==> src/rtl/sclgen_pkg.sv <==
package sclgen_pkg;

  typedef enum logic [1:0] {
    SPD_RSVD = 2'd0,
    SPD_STD  = 2'd1,
    SPD_FAST = 2'd2,
    SPD_HS   = 2'd3
  } speed_e;

  typedef enum logic [1:0] {
    PH_IDLE = 2'd0,
    PH_LOW  = 2'd1,
    PH_HIGH = 2'd2
  } phase_e;

  localparam int NUM_MODES = 3;

  // Map the speed field onto a register-pair index; reserved 0 acts as standard.
  function automatic logic [1:0] mode_index(input logic [1:0] spd);
    case (speed_e'(spd))
      SPD_FAST: return 2'd1;
      SPD_HS:   return 2'd2;
      default:  return 2'd0;
    endcase
  endfunction

endpackage

==> src/rtl/sclgen_limit_sel.sv <==
module sclgen_limit_sel
  import sclgen_pkg::*;
#(
  parameter int CNT_W    = 16,
  parameter int LEN_W    = 18,
  parameter int LOW_MIN  = 8,
  parameter int HIGH_MIN = 6,
  parameter int LOW_ADD  = 1,
  parameter int HIGH_ADD = 8
) (
  input  logic [1:0]                      speed,
  input  logic [NUM_MODES-1:0][CNT_W-1:0] hcnt_v,
  input  logic [NUM_MODES-1:0][CNT_W-1:0] lcnt_v,
  output logic [LEN_W-1:0]                low_len,
  output logic [LEN_W-1:0]                high_len
);

  logic [LEN_W-1:0] low_m  [NUM_MODES];
  logic [LEN_W-1:0] high_m [NUM_MODES];
  logic [1:0]       sel;

  // One clamp-and-offset stage per speed class.
  for (genvar m = 0; m < NUM_MODES; m++) begin : g_mode
    logic [LEN_W-1:0] l_ext;
    logic [LEN_W-1:0] h_ext;
    assign l_ext = LEN_W'(lcnt_v[m]);
    assign h_ext = LEN_W'(hcnt_v[m]);
    assign low_m[m]  = ((l_ext < LEN_W'(LOW_MIN))  ? LEN_W'(LOW_MIN)  : l_ext)
                       + LEN_W'(LOW_ADD);
    assign high_m[m] = ((h_ext < LEN_W'(HIGH_MIN)) ? LEN_W'(HIGH_MIN) : h_ext)
                       + LEN_W'(HIGH_ADD);
  end

  assign sel      = mode_index(speed);
  assign low_len  = low_m[sel];
  assign high_len = high_m[sel];

endmodule

==> src/rtl/sclgen_phase_ctl.sv <==
module sclgen_phase_ctl
  import sclgen_pkg::*;
#(
  parameter int LEN_W    = 18,
  parameter int HOLD_W   = 16,
  parameter int HOLD_ADD = 2
) (
  input  logic              clk,
  input  logic              rst_n,
  input  logic              run,
  input  logic              scl_in,
  input  logic [LEN_W-1:0]  low_len,
  input  logic [LEN_W-1:0]  high_len,
  input  logic [HOLD_W-1:0] hold_cnt,
  output logic              scl_out,
  output logic              sda_drive_strobe,
  output logic              sda_sample_strobe
);

  phase_e           phase_q;
  logic [LEN_W-1:0] cnt_q;
  logic [LEN_W-1:0] low_q;
  logic [LEN_W-1:0] high_q;
  logic [LEN_W-1:0] dpt_q;
  logic [LEN_W-1:0] hold_ext;
  logic [LEN_W-1:0] dpt_d;
  logic             low_end;
  logic             high_end;
  logic             start_low;

  // Drive point: hold plus fixed offset, capped at the last low cycle.
  assign hold_ext = LEN_W'(hold_cnt) + LEN_W'(HOLD_ADD);
  assign dpt_d    = (hold_ext > (low_len - LEN_W'(1))) ? (low_len - LEN_W'(1)) : hold_ext;

  assign low_end   = (phase_q == PH_LOW) && (cnt_q == low_q - LEN_W'(1));
  assign high_end  = (phase_q == PH_HIGH) && scl_in && (cnt_q == high_q - LEN_W'(1));
  assign start_low = run && ((phase_q == PH_IDLE) || high_end);

  always_ff @(posedge clk or negedge rst_n) begin
    if (!rst_n) begin
      phase_q <= PH_IDLE;
      cnt_q   <= '0;
      low_q   <= '0;
      high_q  <= '0;
      dpt_q   <= '0;
    end else if (start_low) begin
      phase_q <= PH_LOW;
      cnt_q   <= '0;
      low_q   <= low_len;
      high_q  <= high_len;
      dpt_q   <= dpt_d;
    end else if (low_end) begin
      phase_q <= PH_HIGH;
      cnt_q   <= '0;
    end else if (high_end) begin
      phase_q <= PH_IDLE;
      cnt_q   <= '0;
    end else if ((phase_q == PH_LOW) || ((phase_q == PH_HIGH) && scl_in)) begin
      cnt_q <= cnt_q + LEN_W'(1);
    end
  end

  assign scl_out           = (phase_q != PH_LOW);
  assign sda_drive_strobe  = (phase_q == PH_LOW) && (cnt_q == dpt_q);
  assign sda_sample_strobe = (phase_q == PH_HIGH) && scl_in && (cnt_q == (high_q >> 1));

  a_r5_drive_in_low: assert property (@(posedge clk) disable iff (!rst_n)
    sda_drive_strobe |-> !scl_out);

  a_r6_sample_in_high: assert property (@(posedge clk) disable iff (!rst_n)
    sda_sample_strobe |-> (scl_out && scl_in));

  a_r3_count_bound: assert property (@(posedge clk) disable iff (!rst_n)
    (phase_q == PH_LOW) |-> (cnt_q < low_q));

  a_r7_freeze_on_stretch: assert property (@(posedge clk) disable iff (!rst_n)
    ((phase_q == PH_HIGH) && !scl_in) |=> ($stable(cnt_q) && (phase_q == PH_HIGH)));

  a_r8_park_high: assert property (@(posedge clk) disable iff (!rst_n)
    (high_end && !run) |=> (scl_out && !sda_drive_strobe && (phase_q == PH_IDLE)));

endmodule

==> src/rtl/sclgen_top.sv <==
module sclgen_top
  import sclgen_pkg::*;
#(
  parameter int CNT_W    = 16,
  parameter int HOLD_W   = 16,
  parameter int SETUP_W  = 8,
  parameter int LOW_MIN  = 8,
  parameter int HIGH_MIN = 6,
  parameter int LOW_ADD  = 1,
  parameter int HIGH_ADD = 8,
  parameter int HOLD_ADD = 2
) (
  input  logic               clk,
  input  logic               rst_n,
  input  logic               run,
  input  logic [1:0]         speed,
  input  logic [CNT_W-1:0]   std_hcnt,
  input  logic [CNT_W-1:0]   std_lcnt,
  input  logic [CNT_W-1:0]   fast_hcnt,
  input  logic [CNT_W-1:0]   fast_lcnt,
  input  logic [CNT_W-1:0]   hs_hcnt,
  input  logic [CNT_W-1:0]   hs_lcnt,
  input  logic [HOLD_W-1:0]  hold_cnt,
  input  logic [SETUP_W-1:0] setup_cnt,
  input  logic               scl_in,
  output logic               scl_out,
  output logic               sda_drive_strobe,
  output logic               sda_sample_strobe
);

  localparam int LEN_W = ((CNT_W > HOLD_W) ? CNT_W : HOLD_W) + 2;

  logic [NUM_MODES-1:0][CNT_W-1:0] hcnt_v;
  logic [NUM_MODES-1:0][CNT_W-1:0] lcnt_v;
  logic [LEN_W-1:0]                low_len;
  logic [LEN_W-1:0]                high_len;
  logic                            setup_unused;

  // Setup time only matters on the target side; a master has no use for it.
  assign setup_unused = ^setup_cnt;

  assign hcnt_v = {hs_hcnt, fast_hcnt, std_hcnt};
  assign lcnt_v = {hs_lcnt, fast_lcnt, std_lcnt};

  sclgen_limit_sel #(
    .CNT_W   (CNT_W),
    .LEN_W   (LEN_W),
    .LOW_MIN (LOW_MIN),
    .HIGH_MIN(HIGH_MIN),
    .LOW_ADD (LOW_ADD),
    .HIGH_ADD(HIGH_ADD)
  ) u_limit (
    .speed   (speed),
    .hcnt_v  (hcnt_v),
    .lcnt_v  (lcnt_v),
    .low_len (low_len),
    .high_len(high_len)
  );

  sclgen_phase_ctl #(
    .LEN_W   (LEN_W),
    .HOLD_W  (HOLD_W),
    .HOLD_ADD(HOLD_ADD)
  ) u_phase (
    .clk              (clk),
    .rst_n            (rst_n),
    .run              (run),
    .scl_in           (scl_in),
    .low_len          (low_len),
    .high_len         (high_len),
    .hold_cnt         (hold_cnt),
    .scl_out          (scl_out),
    .sda_drive_strobe (sda_drive_strobe),
    .sda_sample_strobe(sda_sample_strobe)
  );

  a_r3_low_floor: assert property (@(posedge clk) disable iff (!rst_n)
    low_len >= LEN_W'(LOW_MIN + LOW_ADD));

  a_r4_high_floor: assert property (@(posedge clk) disable iff (!rst_n)
    high_len >= LEN_W'(HIGH_MIN + HIGH_ADD));

endmodule

==> config.mk <==
export PLATFORM = sky130hd
export DESIGN_NAME = sclgen_top
export DESIGN_NICKNAME = d
export VERILOG_FILES = /design/src/rtl/sclgen_pkg.sv /design/src/rtl/sclgen_limit_sel.sv /design/src/rtl/sclgen_phase_ctl.sv /design/src/rtl/sclgen_top.sv
export SDC_FILE = /design/constraint.sdc
export NUM_CORES = 1
export LEC_CHECK = 0
export ABC_AREA = 1
export BUFFER_PORTS_ARGS = -buffer_cell sky130_fd_sc_hd__clkbuf_2
export CORE_MARGIN = 8
export CORE_UTILIZATION = 59
export DETAILED_ROUTE_END_ITERATION = 12
export PLACE_DENSITY = 0.82
export SLEW_MARGIN = 20
export SYNTH_ARGS = -nofsm -noshare
export SYNTH_HDL_FRONTEND = slang
export SYNTH_SLANG_ARGS = --single-unit
==> constraint.sdc <==
create_clock -name clk -period 3.15 [get_ports clk]
set_input_delay 0.315 -clock clk [delete_from_list [all_inputs] [get_ports clk]]
set_output_delay 0.315 -clock clk [all_outputs]
set_load 0.02 [all_outputs]
; ---- After elaboration in Yosys (flattened, before gate mapping)
; Index checks and enable logic that the tools add are counted.
; W data, S select, Z words.
[totals]
reg_bits = 74
inputBits = 126
out_inout_bits = 3
wordCells = 66
[op_classes]
n_addsub = 11
magnitude_cmp = 8
n_eq_ne = 9
muxes = 21
n_bitwise = 1
n_reduce_logical = 11
[op_table]
columns = operator, n
row1 = $mux W18, 9
row2 = $mux W16, 6
row3 = $add A18 B1 Y18 const B, 4
row4 = $bmux W18 S2, 2
row5 = $add A18 B4 Y18 const B, 3
row6 = $eq A18 B18 Y1, 3
row7 = $sub A18 B1 Y18 const B, 3
row8 = $lt A16 B3 Y1 const B, 3
row9 = $lt A16 B4 Y1 const B, 3
row10 = $eq A18 B17 Y1, 1
row11 = $gt A18 B18 Y1, 1
row12 = $add A16 B2 Y17 const B, 1
row13 = $eq A2 B2 Y1 const B, 3
row14 = $logic_and A1 B1 Y1, 6
row15 = $mux W2, 3
row16 = $pmux W2 S2, 1
row17 = $reduce_bool A4 Y1, 1
row18 = $ge A3 B3 Y1 const B, 1
row19 = $not A2 Y3, 1
row20 = $reduce_bool A3 Y1, 1
row21 = $eq A2 B1 Y1 const B, 1
row22 = $logic_not A2 Y1, 1
row23 = $logic_or A1 B1 Y1, 2
row24 = $ne A2 B1 Y1 const B, 1

; ---- Logic depth before layout (Yosys ltp)
[logic_depth]
word_depth = 9
ltp_mapped = 37
ltp_nobuf = 36

; ---- Modules after synthesis
; A second synthesis with hierarchy kept.
[unflattened]
hier_cells = 1534
hier_area_um2 = 8978.6
[modules_own_cells]
columns = mod, instances, cells_each, area_each_um2, seq_area_each_um2
row1 = sclgen_phase_ctl, 1, 998, 6323.6, 1851.8
row2 = sclgen_limit_sel, 1, 536, 2655.0, 0.0

; ---- Worst setup path before layout
; Ideal clock, no wire load.
[synth_timing]
path_type = input to register
start = input std_lcnt[14]
end = register u_phase.dpt_q[9]
setup_ns = 0.116
arrival_ns = 3.867
t_required_ns = 3.034
setup_slack_ns = -0.834
cell_stages = 28
n_path_buf = 1
cell_sequence = nor2_1 -> nand2_1 -> nor2_1 -> nand2_1 -> nand2_1 -> inv_1 -> ha_1 -> a22o_1 -> a21oi_2 -> ha_1 -> inv_1 -> nor2_1 -> nand2_1 -> nor2_2 -> nand3_2 -> nor2_2 -> nand3_1 -> and2_1 -> ha_1 -> nand2_1 -> nor2_1 -> a221oi_1 -> nand3_1 -> nand2_1 -> clkbuf_1 -> a21oi_1 -> nand2_1 -> nand2_1
[synth_between]
elab_chain_cells = 9
[synth_rtl]
columns = item, line
row1 = "start, declared", sclgen_top.sv:18  ; input logic [CNT_W-1:0] std_lcnt,
row2 = $lt A16 B4 Y1, sclgen_limit_sel.sv:28  ; assign low_m[m] = ((l_ext < LEN_W'(LOW_MIN)) ? LEN_W'(LOW_MIN) : l_ext)
row3 = $mux W16 (*), sclgen_limit_sel.sv:28
row4 = $add A18 B1 Y18 (*), sclgen_limit_sel.sv:29  ; + LEN_W'(LOW_ADD);
row5 = $bmux W18 S2 (*), sclgen_limit_sel.sv:35  ; assign low_len = low_m[sel];
row6 = $mux W18 (not written as such) (*) (2 in series), sclgen_limit_sel.sv:35
row7 = $sub A18 B1 Y18 (*), sclgen_phase_ctl.sv:33  ; assign dpt_d = (hold_ext > (low_len - LEN_W'(1))) ? (low_len - LEN_W'(1)) : hold_ext;
row8 = $gt A18 B18 Y1, sclgen_phase_ctl.sv:33
row9 = $mux W18 (*), sclgen_phase_ctl.sv:33
row10 = "end signal, assigned", sclgen_phase_ctl.sv:51  ; dpt_q <= dpt_d;
row11 = "end, declared", sclgen_phase_ctl.sv:24  ; logic [LEN_W-1:0] dpt_q;
; Every way passes the cells marked *; elsewhere a longest branch is shown, timed or not. The select of a mux whose other input is x is not followed.
; A chain may end at the register's enable or synchronous reset.

; ---- Worst setup path after layout
[layout_timing]
start = input std_lcnt[13]
end = register u_phase.dpt_q[13]
; The elaborated chain is that of the path after synthesis.

==> results.toml <==
[timing]
finalCritPeriodShare = 1.421
rsz0062_at_grt = "yes"
hold_violations = 0
tightestPinTransition_ns = 0.6779
maxSlewHeadroom = 0.5364
slew_violations = 0
period_needed_ns = 4.475
setup_violations = 17
whs_ns = 0.3447
finClkSkew_ns = 0.007671
setup_ws_ns = -1.325
fmax_ghz = 0.2234

[detailed_routing]
firstDrtPassIters = 8
wl_per_cell_um = 20.96
num_vias = 12300
routed_wl_um = 40180
ant_nets = 0
drc = 0
first_iter_violations = 1791
viasPerCell = 6.416

[logic_synthesis]
synth.avg_cell_area_um2 = 6.136
ys_ff_latch = 72
ys_seq_area_frac = 0.2102
syn_nets = 1551
netlist_area_um2 = 8572
synth_top_area_cell = "dfrtp_1"
synthCells = 1397
yosysWarnings = 0
ys_top_cells_by_area = "dfrtp_1 (21%), nand2_1 (15%), xor2_1 (8.5%), inv_1 (7.9%), nor2_1 (7.8%)"
yosys.cell_types.count = 53
synth_top_area_share = 0.2102

[clock_network]
cts_tree = "yes"
clk_latency_ns = 0.34
cts_buffer_depth = 2
htreeDepth = 3
root_buffer = "clkbuf_16"
cts_buffers = 9
cts.sinks = 72
path_clk_slew_ns = 0.06

[power_and_ir_drop]
ir_worst_vdd_mv = 0.2332
fin_total_pwr_uw = 4094
p_leak_uw = 0.006086
powerDensity_nw_per_um2 = 335.7

[layout]
drive_gt1_frac = 0.3289
antenna_cells = 0
instances_no_fill = 1917
n_fill_cell = 801
final_area_um2 = 12200
syn_to_final_growth_pct = 42.30
nNetsFinal = 1882

[min_path]
hp-class = "input pin to register"

[worst_setup_path]
crit_arrival_ns = 4.69
critPathKind = "input pin to register"
crit_fanout = 5
worst_setup_path_start_kind = "input pin"
cp.required_ns = 3.36
cpMaxStageDelayCell = "a221oi_2"
slowest_delay_ns = 0.40
crit_top_cell = "nand2_1"
end_kind = "register"

[global_route]
antenna_found_initial = 2
grt_util_all_layers = 0.3565
grt_pass1_vias = 11150
grt_max_degree = 71
overflow = 0
grt_pass1_wl_um = 53630

[floorplan]
core_um2 = 14370
io_pins = 129
dieWidth_um = 136.5
row_count = 44
dieArea_um2 = 18640
die_height_um = 136.5
initial_core_util = 0.5966

[status]
violations = "setup timing"
outcome = "finished, violations left"

[placed_design]
place.gp.congestion = 1.014
placedCellCount = 1835
port-buffer-count = 120
place_ws_ns = -1.150
hpwl_um = 23190
place_area_um2 = 10580

[run]
maxCapViolCount = 0
[synth_stat cells (all sizes together)]
| cell | instances |
|---|---|
| nor3b | 2 |
| o2111ai | 2 |
| o21bai | 3 |
| buf | 15 |
| a21oi | 41 |
| o22ai | 16 |
| and3 | 1 |
| a21o | 2 |
| a22o | 3 |
| a2111oi | 4 |
| or2 | 10 |
| xnor3 | 1 |
| a21boi | 2 |
| nor4b | 1 |
| dfrtp | 72 |
| and2 | 5 |
| nor2 | 189 |
| clkinv | 3 |
| a221oi | 4 |
| a31oi | 2 |
| o211ai | 8 |
| nand3 | 116 |
| ha | 28 |
| nor4 | 17 |
| o31ai | 1 |
| nand2 | 354 |
| o21ai | 81 |
| xnor2 | 25 |
| a2111o | 1 |
| nand3b | 2 |
| xor2 | 83 |
| o41ai | 1 |
| nand4 | 45 |
| inv | 188 |
| nor3 | 39 |
| o21a | 2 |
| clkbuf | 25 |
| o311ai | 1 |
| o221ai | 2 |
[cell families after synthesis]
group / Yosys count / synth area share
and+or+nand+nor: 781 / 0.4043
AOI/OAI and AO/OA: 176 / 0.1236
adders and majority gates: 28 / 0.04087
buffers and inverters: 231 / 0.1080
DFF: 72 / 0.2102
xor gates and xnor gates: 109 / 0.1130
[power by group]
part | leakage [uW] | internal, uW | switching, uW
registers | 0.000909 | 1010 | 148
clock network | 0.000159 | 739 | 410
logic | 0.00502 | 733 | 1050
[per-layer routing]
layer | GRT usage | share of wire | up-vias
li1 | - | - | 5227
met1 | 0.4052 | 0.33 | 5529
met2 | 0.6072 | 0.44 | 1081
met3 | 0.06204 | 0.12 | 459
met4 | 0.2300 | 0.10 | 4
met5 | 0 | 0.00055 | -
[state kept, by name (all words and copies together), names as in the netlist]
register,flops
u_phase.cnt_q,18
u_phase.dpt_q,18
u_phase.high_q,17
u_phase.low_q,17
u_phase.phase_q,2
[stage by stage]
stage	utilization	TNS, ns
5_1_grt	0.8489	-23.65
2_1_floorplan	-	-9.797
3_3_place_gp	0.7361	-17.90
3_5_place_dp	0.7361	-18.51
6_report	0.8489	-20.41
4_1_cts	0.8137	-9.627
[critical path, delay by kind of cell]
| kind | cells | cell delay (ns) |
|---|---|---|
| adder cells (fa/ha/maj) | 2 | 0.42 |
| AND/OR/NAND/NOR | 21 | 2.64 |
| buffers and inverters | 7 | 0.68 |
| AO/OA/AOI/OAI | 2 | 0.60 |
[repair_timing]
item,in CTS,in global routing
gates resized for setup,82,120
buffers inserted,53,12
pin swaps,32,83
cloned,3,0
endpoints found under the setup margin,17,17
hold buffers,1,0
endpoints found under the hold margin,8,0
[cells in the final DEF, fill, tap and decap left out, types with 9 or more instances in the layout]
cell | netlist | routed
nor4_1 | 16 | 16
xnor2_1 | 25 | 25
a21oi_2 | 11 | 14
nor2_1 | 178 | 143
o21ai_0 | 50 | 46
nand3_1 | 111 | 93
o22ai_1 | 16 | 16
inv_1 | 180 | 159
ha_4 | 0 | 9
nand2_1 | 346 | 317
or2_2 | 9 | 9
a21oi_1 | 30 | 25
nor2_4 | 1 | 25
clkbuf_2 | 0 | 102
nand2_2 | 7 | 33
ha_1 | 28 | 18
o21ai_1 | 31 | 30
nand3_2 | 5 | 17
inv_2 | 7 | 24
dfrtp_1 | 72 | 72
xor2_1 | 83 | 81
buf_4 | 0 | 228
clkbuf_16 | 0 | 9
nor2_2 | 10 | 21
nor3_1 | 33 | 30
buf_6 | 6 | 20
nand4_1 | 44 | 44
[cell type report]
class / instances / area [um^2] / area share
repair buffers: 358 / 2555 / 0.2095
clock inverters: 4 / 76.32 / 0.006257
repair inverters: 2 / 22.52 / 0.001846
clock buffers: 12 / 256.5 / 0.02103
well taps: 184 / 230.2 / 0.01887
flip-flops and latches: 72 / 1802 / 0.1477
multi-input cells: 1094 / 6521 / 0.5346
inverters: 191 / 734.5 / 0.06021
[worst paths after layout]
path | startpoint | slack (ns) | cells past startpoint | to
worst min register to register | u_phase.dpt_q[11]$_DFFE_PN0P_ | 0.52 | 2 | u_phase.dpt_q[11]$_DFFE_PN0P_
worst max register to register | u_phase.high_q[1]$_DFFE_PN0P_ | 0.08 | 17 | u_phase.dpt_q[3]$_DFFE_PN0P_
worst min-delay path | run | 0.34 | 3 | u_phase.high_q[12]$_DFFE_PN0P_
min in group asynchronous | rst_n | 0.37 | 2 | u_phase.high_q[4]$_DFFE_PN0P_
worst max-delay path | std_lcnt[13] | -1.33 | 32 | u_phase.dpt_q[13]$_DFFE_PN0P_
max in group asynchronous | rst_n | 2.00 | 3 | u_phase.dpt_q[17]$_DFFE_PN0P_
Power figures use the tool's default switching activity.
